[src/rtl/ir_cm_pkg.sv]
package ir_cm_pkg;
  typedef enum logic [1:0] {
    ENV_IDLE_A = 2'b00,
    ENV_FOLLOW = 2'b01,
    ENV_ALT    = 2'b10,
    ENV_IDLE_B = 2'b11
  } env_mode_e;

  function automatic logic env_follows(input logic [1:0] mode);
    return (mode == ENV_FOLLOW) || (mode == ENV_ALT);
  endfunction
endpackage

[src/rtl/ir_cm_carrier.sv]
module ir_cm_carrier #(
  parameter int CNT_W = 16
) (
  input  logic             clk,
  input  logic             rst_n,
  input  logic             run,
  input  logic [CNT_W-1:0] half_period,
  output logic             phase,
  output logic             wrap
);
  logic [CNT_W-1:0] cnt_q, cnt_d;
  logic             ph_q, ph_d;

  always_comb begin
    cnt_d = cnt_q;
    ph_d  = ph_q;
    if (!run) begin
      cnt_d = half_period;
      ph_d  = 1'b1;
    end else if (cnt_q == '0) begin
      cnt_d = half_period;
      ph_d  = ~ph_q;
    end else begin
      cnt_d = cnt_q - 1'b1;
    end
  end

  always_ff @(posedge clk or negedge rst_n) begin
    if (!rst_n) begin
      cnt_q <= '0;
      ph_q  <= 1'b1;
    end else begin
      cnt_q <= cnt_d;
      ph_q  <= ph_d;
    end
  end

  assign phase = ph_q;
  assign wrap  = run && (cnt_q == '0) && !ph_q;
endmodule

[src/rtl/ir_cm_latch.sv]
module ir_cm_latch (
  input  logic clk,
  input  logic rst_n,
  input  logic run,
  input  logic wrap,
  input  logic data_in,
  output logic data_q
);
  logic load;
  logic q;

  assign load = !run || wrap;

  always_ff @(posedge clk or negedge rst_n) begin
    if (!rst_n)    q <= 1'b0;
    else if (load) q <= data_in;
  end

  assign data_q = q;
endmodule

[src/rtl/ir_cm_drive.sv]
module ir_cm_drive
  import ir_cm_pkg::*;
(
  input  logic       clk,
  input  logic       rst_n,
  input  logic       run,
  input  logic       phase,
  input  logic       data_q,
  input  logic       polarity,
  input  logic [1:0] env_mode,
  output logic       tx_out,
  output logic       env_out
);
  logic tx_q, tx_d, env_q, env_d;

  always_comb begin
    tx_d  = 1'b0;
    env_d = 1'b0;
    if (run) begin
      tx_d  = data_q ? (phase ^ polarity) : polarity;
      env_d = env_follows(env_mode) ? (data_q ^ polarity) : polarity;
    end
  end

  always_ff @(posedge clk or negedge rst_n) begin
    if (!rst_n) begin
      tx_q  <= 1'b0;
      env_q <= 1'b0;
    end else begin
      tx_q  <= tx_d;
      env_q <= env_d;
    end
  end

  assign tx_out  = tx_q;
  assign env_out = env_q;
endmodule

[src/rtl/ir_carrier_mod.sv]
module ir_carrier_mod #(
  parameter int CNT_W  = 16,
  parameter int SYNC_N = 2
) (
  input  logic             clk,
  input  logic             rst_n,
  input  logic             enable,
  input  logic             tx_sel,
  input  logic             data_in,
  input  logic             polarity,
  input  logic [1:0]       env_mode,
  input  logic [CNT_W-1:0] half_period,
  output logic             tx_out,
  output logic             env_out
);
  logic [SYNC_N-1:0] rst_sync_q;
  logic              rst_q_n;
  logic              run;
  logic              phase;
  logic              wrap;
  logic              data_q;

  always_ff @(posedge clk or negedge rst_n) begin
    if (!rst_n) rst_sync_q <= '0;
    else        rst_sync_q <= {rst_sync_q[SYNC_N-2:0], 1'b1};
  end
  assign rst_q_n = rst_sync_q[SYNC_N-1];

  assign run = enable && tx_sel;

  ir_cm_carrier #(.CNT_W(CNT_W)) u_carrier (
    .clk(clk), .rst_n(rst_q_n), .run(run), .half_period(half_period),
    .phase(phase), .wrap(wrap)
  );

  ir_cm_latch u_latch (
    .clk(clk), .rst_n(rst_q_n), .run(run), .wrap(wrap),
    .data_in(data_in), .data_q(data_q)
  );

  ir_cm_drive u_drive (
    .clk(clk), .rst_n(rst_q_n), .run(run), .phase(phase), .data_q(data_q),
    .polarity(polarity), .env_mode(env_mode),
    .tx_out(tx_out), .env_out(env_out)
  );
endmodule

[config.mk]
export PLATFORM = sky130hd
export DESIGN_NAME = ir_carrier_mod
export DESIGN_NICKNAME = d
export VERILOG_FILES = /design/src/rtl/ir_cm_pkg.sv /design/src/rtl/ir_cm_carrier.sv /design/src/rtl/ir_cm_latch.sv /design/src/rtl/ir_cm_drive.sv /design/src/rtl/ir_carrier_mod.sv
export SDC_FILE = /design/constraint.sdc
export NUM_CORES = 1
export LEC_CHECK = 0
export ABC_AREA = 1
export BUFFER_PORTS_ARGS = -buffer_cell sky130_fd_sc_hd__buf_2
export CAP_MARGIN = 40
export CORE_MARGIN = 3
export CORE_UTILIZATION = 60
export CTS_BUF_LIST = sky130_fd_sc_hd__clkbuf_8
export CTS_CLUSTER_DIAMETER = 150
export CTS_CLUSTER_SIZE = 28
export DETAILED_ROUTE_END_ITERATION = 6
export GPL_TIMING_DRIVEN = 0
export PLACE_DENSITY = 0.86
export SYNTH_ARGS = -nofsm -noshare
export SYNTH_HDL_FRONTEND = slang
export SYNTH_SLANG_ARGS = --single-unit
[constraint.sdc]
create_clock -name clk -period 2.6 [get_ports clk]
set_clock_uncertainty 0.2 [all_clocks]
set_input_delay 0.39 -clock clk [delete_from_list [all_inputs] [get_ports clk]]
set_output_delay 0.39 -clock clk [all_outputs]
set_load 0.01 [all_outputs]
### Word level (Yosys, flattened, before mapping)

Cells that the tools add are included.

| storage, ports and cells | value |
|---|---|
| flip-flop bits (word level) | 22 |
| bits of input ports | 24 |
| output and inout bits | 2 |
| word-level logic and storage cells | 29 |

| operators by class | value |
|---|---|
| $add $sub $neg | 1 |
| equal/unequal tests | 3 |
| muxes and demuxes | 8 |
| bitwise logic cells | 3 |
| reduce and logical (&&, ||, !) cells | 8 |

Operator list:

| cell | count |
|---|---|
| $mux W16 | 2 |
| $logic_not A16 Y1 | 1 |
| $sub A16 B1 Y16 const B | 1 |
| $mux W1 | 6 |
| $logic_and A1 B1 Y1 | 3 |
| $eq A2 B1 Y1 const B | 1 |
| $eq A2 B2 Y1 const B | 1 |
| $logic_not A1 Y1 | 2 |
| $logic_or A1 B1 Y1 | 2 |
| $ne A2 B2 Y1 const B | 1 |
| $xor A1 B1 Y1 | 2 |
| $not A1 Y1 | 1 |

### Longest topological paths before layout

Gate-level depths: netlist of run 1.

| depth | value |
|---|---|
| depth in word-level cells | 4 |
| gate-level depth with buffers | 10 |
| mapped depth without buffers | 9 |

### Cells and area by module

Synthesis of run 1 repeated with hierarchy kept, for this count alone.

| second synthesis, totals | value |
|---|---|
| cell total of the unflattened synthesis | 201 |
| area total of the unflattened synthesis | 1388.8 um^2 |

Modules (own cells, without submodules):

| module | instances | cells an instance | area an instance (um^2) | sequential area each (um^2) |
|---|---|---|---|---|
| ir_cm_carrier | 1 | 168 | 1151.1 | 426.7 |
| ir_cm_drive | 1 | 22 | 131.4 | 50.0 |
| ir_carrier_mod | 1 | 5 | 61.3 | 50.0 |
| ir_cm_latch | 1 | 6 | 45.0 | 25.0 |

### Worst setup path after synthesis of run 1

OpenSTA, ideal clock, no wires.

| timing | value |
|---|---|
| kind | flip-flop to flip-flop |
| start point | register u_carrier.cnt_q[0] |
| end point | register u_carrier.cnt_q[5] |
| setup time | 0.115 ns |
| arrival | 1.286 ns |
| required time | 2.285 ns |
| setup slack | 0.999 ns |
| stages on the path, launching flop included | 11 |
| buffers on the path | 1 |
| period minus slack after synthesis | 1.601 ns |
| cells stage by stage | dfrtp_1 -> inv_1 -> ha_1 -> nand2_2 -> nor2_4 -> nand2_4 -> nand2_8 -> buf_12 -> nand2_2 -> o21ai_2 -> inv_2 |

| on the way | value |
|---|---|
| cells in the longest elaborated chain, start to end | 3 |
| elaborated cells between the ends (all ways) | 4 |
| classes of those cells | 1 x add/sub; 2 x mux; 1 x reduce/logical |

RTL lines:

| item | line | source |
|---|---|---|
| start: declaration | ir_cm_carrier.sv:11 | `logic [CNT_W-1:0] cnt_q, cnt_d;` |
| start signal: assignment | ir_cm_carrier.sv:33 | `cnt_q <= cnt_d;` |
| $sub A16 B1 Y16 / $logic_not A16 Y1 (equally long branches) | ir_cm_carrier.sv:24, ir_cm_carrier.sv:20 |  |
| $mux W16 * | ir_cm_carrier.sv:20 | `end else if (cnt_q == '0) begin` |
| $mux W16 * | ir_cm_carrier.sv:17 | `if (!run) begin` |
| via u_carrier.cnt_d[5] | ir_cm_carrier.sv:11 |  |

The timed path passes the listed nets; every way through them passes the cells marked *.
A chain may end at the register's enable or synchronous reset.

### Final worst setup path of run 1

| timing | value |
|---|---|
| start point | register u_carrier.cnt_q[0] |
| end point | register u_carrier.cnt_q[14] |

The elaborated chain is that of the path after synthesis.

==> flow_summary.json, run 1 <==
{
  "status": "finished clean",
  "yosys.area.top_type": "dfrtp_1",
  "hold_viol_final": 0,
  "fp-row-count": 16,
  "netlist_instances": 181,
  "yosysWarnings": 0,
  "layout_common_cells": "49 x nand2_1, 29 x nor2_1, 25 x buf_2",
  "die_h_um": 53.5,
  "drv_cap": 0,
  "cp-start-kind": "flop",
  "cts_buffer_depth": 2,
  "syn_area_per_cell_um2": 7.47,
  "drive_gt1_share_pct": 24.6,
  "rsz0062_at_grt": "no",
  "fp.dieArea_mm2": 0.00286,
  "die_w_um": 53.5,
  "period_needed_ps": 1890,
  "powerDensity_mw_per_mm2": 484,
  "drt-initial-drc-count": 21,
  "setup_tns_ps": 0,
  "fin_cells": 238,
  "fmax_ghz": 0.529,
  "clockRootBuffer": "clkbuf_8",
  "place.port_buffers": 25,
  "vias": 1164,
  "endpoint_kind": "flop",
  "worstPathArrival_ps": 1880,
  "slew_headroom_pct": 46.5,
  "drc_errors": 0,
  "critPathMaxFanout": 6,
  "synth_top_area_share_pct": 38.9,
  "initial_utilization_pct": 66.2,
  "io_pins": 26,
  "insertedDiodeCount": 0,
  "worstHoldPathType": "input port to flop",
  "area_growth_pct": 15.8,
  "dp_hpwl_mm": 2.11,
  "setup_viol": 0,
  "antenna_found_initial": 0,
  "synth_nets": 207,
  "fin_nets": 238,
  "worstSetupPathType": "flop to flop",
  "mostFrequentLayoutCell": "nand2_1",
  "gp_congestion": 0.885,
  "grt_max_degree": 21,
  "synth_cell_types": 24,
  "cts_buffers": 3,
  "grt_overflow_total": 0,
  "ant_nets": 0,
  "wl_per_cell_um": 11.5,
  "p_leak_nw": 0.816,
  "num-fill-cells": 162,
  "grt_pass1_vias": 1182,
  "synthTopCellsByArea": "dfrtp_1 39%, nand2_1 14%, nor2_1 8.1%, inv_1 5.3%, xnor2_1 3.9%",
  "report.final.slew_viol_count": 0,
  "grt_pass1_wl_mm": 4.73,
  "yosys_register_bits": 22,
  "cts_tree": "built",
  "max-vdd-ir-drop_mv": 0.436,
  "cp.required_ps": 2590,
  "via_per_inst": 4.89,
  "clk_latency_ps": 260,
  "clkTransAtPathRegs_ps": 80,
  "h-tree-depth": 1,
  "worst_pin_slew_ps": 802,
  "clock_sinks": 22,
  "dr.pass1.iters": 4,
  "syn_area_mm2": 0.00135,
  "grt_usage_pct": 22.8,
  "period_share_pct": 72.8,
  "dp.cells": 233,
  "routed_wirelength_mm": 2.73,
  "fp.coreArea_mm2": 0.00204,
  "yosysSeqAreaShare_pct": 40.8
}
## registers in the layout, indices dropped and copies added (netlist names)
| signal | count |
|---|---|
| u_carrier.phase | 1 |
| u_carrier.cnt_q | 16 |
| u_drive.env_out | 1 |
| u_drive.tx_out | 1 |
| rst_sync_q | 2 |
| u_latch.data_q | 1 |
## synth_stat cells
cell and count:
nand2_8 1, nor2_1 29, xor2_1 2, nand3b_1 2, buf_6 1, xnor2_1 6
dfstp_2 1, nand2_2 5, ha_1 2, dfrtp_1 21, buf_12 1, a21oi_1 9
nor2_2 5, o21ai_1 4, nand2_1 49, nand3_1 9, o21bai_1 1, conb_1 1
o21ai_2 3, nand2_4 1, nor2_4 2, inv_2 4, inv_1 19, o21ai_0 3
## metrics by stage
stage	area [um2]	power (mW)	utilization (%)	hold slack, ps	setup WS (ps)
2_1_floorplan	1350	0.502	-	-106	999
3_3_place_gp	1510	0.538	74.0	-25.2	826
3_5_place_dp	1510	0.546	74.0	-23.4	738
4_1_cts	1570	0.762	76.7	124	702
5_1_grt	1570	0.797	76.7	145	534
6_report	1570	0.757	76.7	122	708
## cell families after synthesis
| logic type | after synthesis | share of synthesized area, % |
|---|---|---|
| compound gates | 20 | 8.43 |
| xor+xnor | 8 | 5.19 |
| fa+ha+maj | 2 | 1.85 |
| buf+inv | 25 | 8.70 |
| flops | 22 | 40.8 |
| other cells | 1 | 0.278 |
| simple gates | 103 | 34.7 |
## timing repair
item	CTS	global route
hold buffers	1	0
gates resized for setup	0	0
buffers inserted	0	0
hold endpoints to repair	2	0
## worst paths after layout
path / cells after the start / end / startpoint / slack (ps)
min reg2reg: 0 / u_carrier.cnt_q[1] / rst_sync_q[1] / 140
max reg2reg: 8 / u_carrier.cnt_q[14] / u_carrier.cnt_q[0] / 710
max in group asynchronous: 0 / u_carrier.cnt_q[13] / rst_sync_q[1] / 1560
max: 8 / u_carrier.cnt_q[14] / u_carrier.cnt_q[0] / 710
min: 3 / u_carrier.cnt_q[12] / half_period[12] / 120
min in group asynchronous: 0 / u_carrier.cnt_q[1] / rst_sync_q[1] / 140
## routing by layer
metal | GRT usage [%] | share of wire [%] | vias to the layer above
met5 | 0 | 0 | -
met2 | 42.9 | 51 | 21
met1 | 25.9 | 45 | 527
met3 | 3.38 | 3.3 | 4
met4 | 6.81 | 0.99 | 0
li1 | - | - | 612
## critical path, cell delays in order, from the launching register on
cell and delay [ps]:
dfrtp_1 410, inv_1 170, ha_1 270, nand2_1 150, nor2_1 270, nand2_1 100
nand2_1 70, nand2_1 50, a21oi_1 120
## area by class of cell
class | instances | area (um2) | share of cell area (%)
Buffer | 2 | 31.3 | 2.00
Clock inverter | 1 | 3.75 | 0.240
Inverter | 23 | 86.3 | 5.52
Multi-Input combinational cell | 134 | 682 | 43.6
Clock buffer | 3 | 41.3 | 2.64
Sequential cell | 22 | 552 | 35.3
Tap cell | 27 | 33.8 | 2.16
Timing Repair Buffer | 26 | 135 | 8.63
## where the power goes
part / switching [mW] / total (mW) / leakage (nW) / internal [mW]
sequential: 0.0325 / 0.402 / 0.257 / 0.370
clock: 0.111 / 0.216 / 0.0269 / 0.105
combinational: 0.0762 / 0.139 / 0.532 / 0.0625
No activity file was read; power rests on OpenSTA's default activity.
==> run 2: changes to the inputs <==
--- a/config.mk
+++ b/config.mk
@@ -9,13 +9,13 @@
 export BUFFER_PORTS_ARGS = -buffer_cell sky130_fd_sc_hd__buf_2
 export CAP_MARGIN = 40
 export CORE_MARGIN = 3
-export CORE_UTILIZATION = 60
+export CORE_UTILIZATION = 51
 export CTS_BUF_LIST = sky130_fd_sc_hd__clkbuf_8
 export CTS_CLUSTER_DIAMETER = 150
 export CTS_CLUSTER_SIZE = 28
 export DETAILED_ROUTE_END_ITERATION = 6
 export GPL_TIMING_DRIVEN = 0
-export PLACE_DENSITY = 0.86
+export PLACE_DENSITY = 0.77
 export SYNTH_ARGS = -nofsm -noshare
 export SYNTH_HDL_FRONTEND = slang
 export SYNTH_SLANG_ARGS = --single-unit
==> constraint.sdc (replaced) <==
create_clock -name clk -period 1.6 [get_ports clk]
set_clock_uncertainty 0.2 [all_clocks]
set_input_delay 0.24 -clock clk [delete_from_list [all_inputs] [get_ports clk]]
set_output_delay 0.24 -clock clk [all_outputs]
set_load 0.01 [all_outputs]
==> flow_summary.json, run 2 (synthesis results as in run 1) <==
{
  "drive_gt1_share_pct": 39.2,
  "fin_ws_ps": -60.8,
  "clk_latency_ps": 270,
  "hold_viol_final": 0,
  "via_per_inst": 5.07,
  "largest_reg_flops": 16,
  "powerDensity_mw_per_mm2": 787,
  "fp-row-count": 18,
  "cts_tree": "built",
  "cp.required_ps": 1550,
  "utilization_pct": 77.6,
  "h-tree-depth": 1,
  "dr.pass1.iters": 4,
  "setup_tns_ps": -180,
  "area_growth_pct": 43.5,
  "p_leak_nw": 0.981,
  "critPathMaxFanout": 4,
  "dp.cells": 236,
  "slowest_stage": "dfrtp_1",
  "regMostFlops": "u_carrier.cnt_q",
  "drv_cap": 0,
  "cts_buffer_depth": 2,
  "gp_congestion": 0.856,
  "cts_buffers": 3,
  "clkTransAtPathRegs_ps": 80,
  "grt_overflow_total": 0,
  "dp_slack_ps": -181,
  "layout_common_cells": "45 x nand2_1, 25 x buf_2, 20 x nor2_1, 20 x dfrtp_1, 18 x buf_4",
  "insertedDiodeCount": 0,
  "critPathBufInv": 1,
  "drt-initial-drc-count": 44,
  "grt_usage_pct": 18.9,
  "grt_pass1_vias": 1220,
  "antenna_found_initial": 0,
  "fp.dieArea_mm2": 0.00330,
  "place.port_buffers": 25,
  "grt_max_degree": 21,
  "routed_wirelength_mm": 3.47,
  "period_needed_ps": 1660,
  "mostFrequentLayoutCell": "nand2_1",
  "power_mw": 1.53,
  "period_share_pct": 104,
  "clock_sinks": 22,
  "max-vdd-ir-drop_mv": 0.784,
  "fmax_ghz": 0.602,
  "worst_pin_slew_ps": 817,
  "max_stage_delay_ps": 430,
  "die_w_um": 57.5,
  "worstSetupPathType": "flop to flop",
  "grt_pass1_wl_mm": 4.86,
  "fp.coreArea_mm2": 0.00250,
  "fin_cells": 267,
  "status": "finished with violations",
  "worstHoldPathType": "input port to flop",
  "ant_nets": 0,
  "drc_errors": 0,
  "dp_hpwl_mm": 2.04,
  "largestRegisters": "u_carrier.cnt_q: 16 flops, rst_sync_q: 2 flops",
  "endpoint_kind": "flop",
  "vias": 1354,
  "initial_utilization_pct": 54.1,
  "violations": "negative setup slack",
  "rrSetupSlack_ps": -60,
  "cp-start-kind": "flop",
  "report.final.slew_viol_count": 0,
  "crit_top_cell": "a21oi_1",
  "die_h_um": 57.5,
  "rsz0062_at_grt": "yes",
  "crit_chain": "nor2_2 -> nand2_2 -> nor2_4 -> nand2_4 -> buf_12 -> a21oi_1 -> a21oi_1",
  "clockRootBuffer": "clkbuf_8",
  "wl_per_cell_um": 13.0,
  "io_pins": 26,
  "slew_headroom_pct": 45.6,
  "crit_family": "simple AND/OR/NAND/NOR gates",
  "fin_nets": 264,
  "worstPathArrival_ps": 1610,
  "setup_viol": 9
}
-- run 2: cell count changes in the layout (fill, tap and decap cells not counted), sizes merged --
cell and change:
inv -1, dlygate4sd3 +6, buf +19, clkbuf +1, bufinv +1
-- run 2: tightest hold or removal path, cell delays in order --
cell and delay [ps]:
buf_2 70, nand2_1 40, o21ai_1 80
-- run 2: per-stage QoR --
step           instance area [um2]  hold slack (ps)
2_1_floorplan                 1350             -256
3_3_place_gp                  1510             -176
3_5_place_dp                  1510             -174
4_1_cts                       1710             4.56
5_1_grt                       1940             13.8
6_report                      1940             5.69
-- run 2: layout make-up --
type	instances	area [um2]
multi-input cells	134	785
clock buffers	3	41.3
well taps	30	37.5
flip-flops and latches	22	553
plain buffers	2	31.3
repair buffers	52	375
inverters	23	86.3
clock inverters	1	30.0
fillers	170	561
-- run 2: routing by layer --
layer / GRT usage, % / part of all wire, %
met3: 5.43 / 6.3
met2: 33.5 / 53
met1: 22.0 / 38
met4: 5.30 / 2.5
met5: 0 / 0
-- run 2: repair_timing --
item	4_1_cts	5_1_grt
pin swaps	4	12
hold buffers	7	0
buffers inserted	5	14
resized for setup	7	23
setup endpoints to repair	16	18
cloned	0	1
endpoints found under the hold margin	8	0
-- run 2: worst paths after layout --
| path | start | endpoint | cells past startpoint |
|---|---|---|---|
| max | u_carrier.cnt_q[9] | u_carrier.cnt_q[10] | 7 |
| min | half_period[1] | u_carrier.cnt_q[1] | 3 |
| max reg2reg | u_carrier.cnt_q[9] | u_carrier.cnt_q[10] | 7 |
| min reg2reg | rst_sync_q[1] | u_carrier.cnt_q[5] | 0 |
| max in group asynchronous | rst_sync_q[1] | u_carrier.cnt_q[2] | 0 |
| min in group asynchronous | rst_n | rst_sync_q[1] | 2 |
-- run 2: where the power goes --
part	switching, mW	internal (mW)
Clock	0.193	0.334
Combinational	0.172	0.167
Sequential	0.0571	0.601
Total	0.422	1.10
==> run 3: changes to the inputs <==
--- a/config.mk
+++ b/config.mk
@@ -6,16 +6,15 @@
 export NUM_CORES = 1
 export LEC_CHECK = 0
 export ABC_AREA = 1
-export BUFFER_PORTS_ARGS = -buffer_cell sky130_fd_sc_hd__buf_2
+export BUFFER_PORTS_ARGS = -buffer_cell sky130_fd_sc_hd__buf_4
 export CAP_MARGIN = 40
 export CORE_MARGIN = 3
-export CORE_UTILIZATION = 51
-export CTS_BUF_LIST = sky130_fd_sc_hd__clkbuf_8
+export CORE_UTILIZATION = 49
 export CTS_CLUSTER_DIAMETER = 150
 export CTS_CLUSTER_SIZE = 28
 export DETAILED_ROUTE_END_ITERATION = 6
 export GPL_TIMING_DRIVEN = 0
-export PLACE_DENSITY = 0.77
+export PLACE_DENSITY = 0.75
 export SYNTH_ARGS = -nofsm -noshare
 export SYNTH_HDL_FRONTEND = slang
 export SYNTH_SLANG_ARGS = --single-unit
==> flow_summary.json, run 3 (synthesis results as in run 1) <==
{
  "crit_start": "u_carrier.cnt_q[3]",
  "die_w_um": 58.5,
  "dp_hpwl_mm": 2.09,
  "grt_usage_pct": 20.2,
  "clockRootBuffer": "clkbuf_4",
  "clock_sinks": 22,
  "h-tree-depth": 1,
  "largestRegisters": "u_carrier.cnt_q: 16 flops, rst_sync_q: 2 flops",
  "powerDensity_mw_per_mm2": 710,
  "antenna_found_initial": 0,
  "vias": 1372,
  "setup_tns_ps": -244,
  "clkTransAtPathRegs_ps": 130,
  "grt_pass1_vias": 1338,
  "clk_latency_ps": 320,
  "critPathMaxFanout": 7,
  "gp_congestion": 0.831,
  "insertedDiodeCount": 0,
  "p_leak_nw": 1.02,
  "layout_common_cells": "40 x nand2_1, 37 x buf_4, 20 x nor2_1",
  "status": "finished with violations",
  "hold_viol_final": 1,
  "die_h_um": 58.5,
  "min_from": "half_period[4]",
  "slowest_stage": "dfrtp_1",
  "r2r-start": "u_carrier.cnt_q[3]",
  "dp.cells": 236,
  "mostFrequentLayoutCell": "nand2_1",
  "worstHoldPathType": "input port to flop",
  "drive_gt1_share_pct": 41.5,
  "fmax_ghz": 0.604,
  "fp.dieArea_mm2": 0.00342,
  "via_per_inst": 5.06,
  "fp.coreArea_mm2": 0.00254,
  "holdWs_ps": -1.86,
  "io_pins": 26,
  "fin_cells": 271,
  "place.port_buffers": 25,
  "period_share_pct": 103,
  "crit_top_cell": "nand2_4",
  "worst_pin_slew_ps": 827,
  "drt-initial-drc-count": 55,
  "setup_viol": 9,
  "wl_per_cell_um": 13.4,
  "worstPathArrival_ps": 1680,
  "slew_headroom_pct": 44.9,
  "fp-row-count": 18,
  "place_area_mm2": 0.00158,
  "r2r-end": "u_carrier.cnt_q[5]",
  "routed_wirelength_mm": 3.62,
  "cp.required_ps": 1630,
  "dr.pass1.iters": 6,
  "rrSetupSlack_ps": -60,
  "largest_reg_flops": 16,
  "max-vdd-ir-drop_mv": 0.741,
  "grt_max_degree": 21,
  "reg2reg_depth": 9,
  "crit_chain": "nor2_4 -> nand2_4 -> nor2_4 -> nand2_4 -> nand2_8 -> buf_12 -> nand2_4 -> o21ai_4 -> inv_2",
  "fin_ws_ps": -55.7,
  "grt_pass1_wl_mm": 5.49,
  "violations": "negative hold slack, negative setup slack",
  "report.final.slew_viol_count": 0,
  "cts_buffer_depth": 2,
  "drv_cap": 0,
  "cts_tree": "built",
  "endpoint_kind": "flop",
  "grt_overflow_total": 0,
  "holdPathStages": 5,
  "fin_nets": 268,
  "cts_buffers": 3,
  "power_mw": 1.50,
  "area_growth_pct": 55.9,
  "initial_utilization_pct": 53.1,
  "cp-start-kind": "flop",
  "rsz0062_at_grt": "yes",
  "drc_errors": 0,
  "regMostFlops": "u_carrier.cnt_q",
  "max_stage_delay_ps": 460,
  "hold_end": "u_carrier.cnt_q[4]",
  "utilization_pct": 82.8,
  "stdcell_area_mm2": 0.00211,
  "worstSetupPathType": "flop to flop",
  "ant_nets": 0,
  "period_needed_ps": 1660
}
[run 3: how the worst max path moves through the flow]
| stage | end | cells past startpoint |
|---|---|---|
| floorplan | u_carrier.cnt_q[5] | 10 |
| global placement | u_carrier.cnt_q[14] | 8 |
| detailed placement | u_carrier.cnt_q[14] | 8 |
| CTS | u_carrier.cnt_q[0] | 8 |
| global route | u_carrier.cnt_q[4] | 10 |
| finish | u_carrier.cnt_q[5] | 9 |
[run 3: area by class of cell]
type | instances | area, um2
buffer | 2 | 35.0
timing repair buffer | 56 | 500
sequential | 22 | 554
tap | 30 | 37.5
inverter | 23 | 88.8
clock buffer | 3 | 22.5
multi-input combinational | 134 | 838
fill | 152 | 438
clock inverter | 1 | 30.0
[run 3: per-stage QoR]
step / hold WS [ps] / worst slack [ps]
final: -1.86 / -55.7
after global routing: 15.5 / -111
after CTS: 1.59 / 1.37
after detailed placement: -175 / -197
after global placement: -177 / -134
after floorplan: -256 / 49.3
[run 3: critical path, delay by kind of cell, from the launching register on]
family                 cells  cell delay, ps
AOI/OAI and AO/OA          1              50
DFF                        1             460
and+or+nand+nor            6             680
buffers and inverters      2             170
[run 3: what timing repair did]
item                                    in CTS  in global routing
hold buffers                                16                  1
endpoints found under the hold margin       17                  1
gates cloned                                 1                  1
resized for setup                            5                 44
endpoints found under the setup margin      16                 18
pin swaps                                    2                 10
setup buffers                                6                  6
[run 3: report_power, final]
group | switching, mW | internal (mW)
clock | 0.192 | 0.253
combinational | 0.187 | 0.206
sequential | 0.0564 | 0.602
total | 0.435 | 1.06
[run 3: metal layers]
layer	vias to the layer above	share of wire [%]	GRT usage, %	wire [um]
li1	677	-	-	-
met1	645	44	26.4	1590
met2	38	50	35.7	1800
met3	12	4.1	2.19	148
met4	0	2.4	4.97	86
met5	-	0	0	0
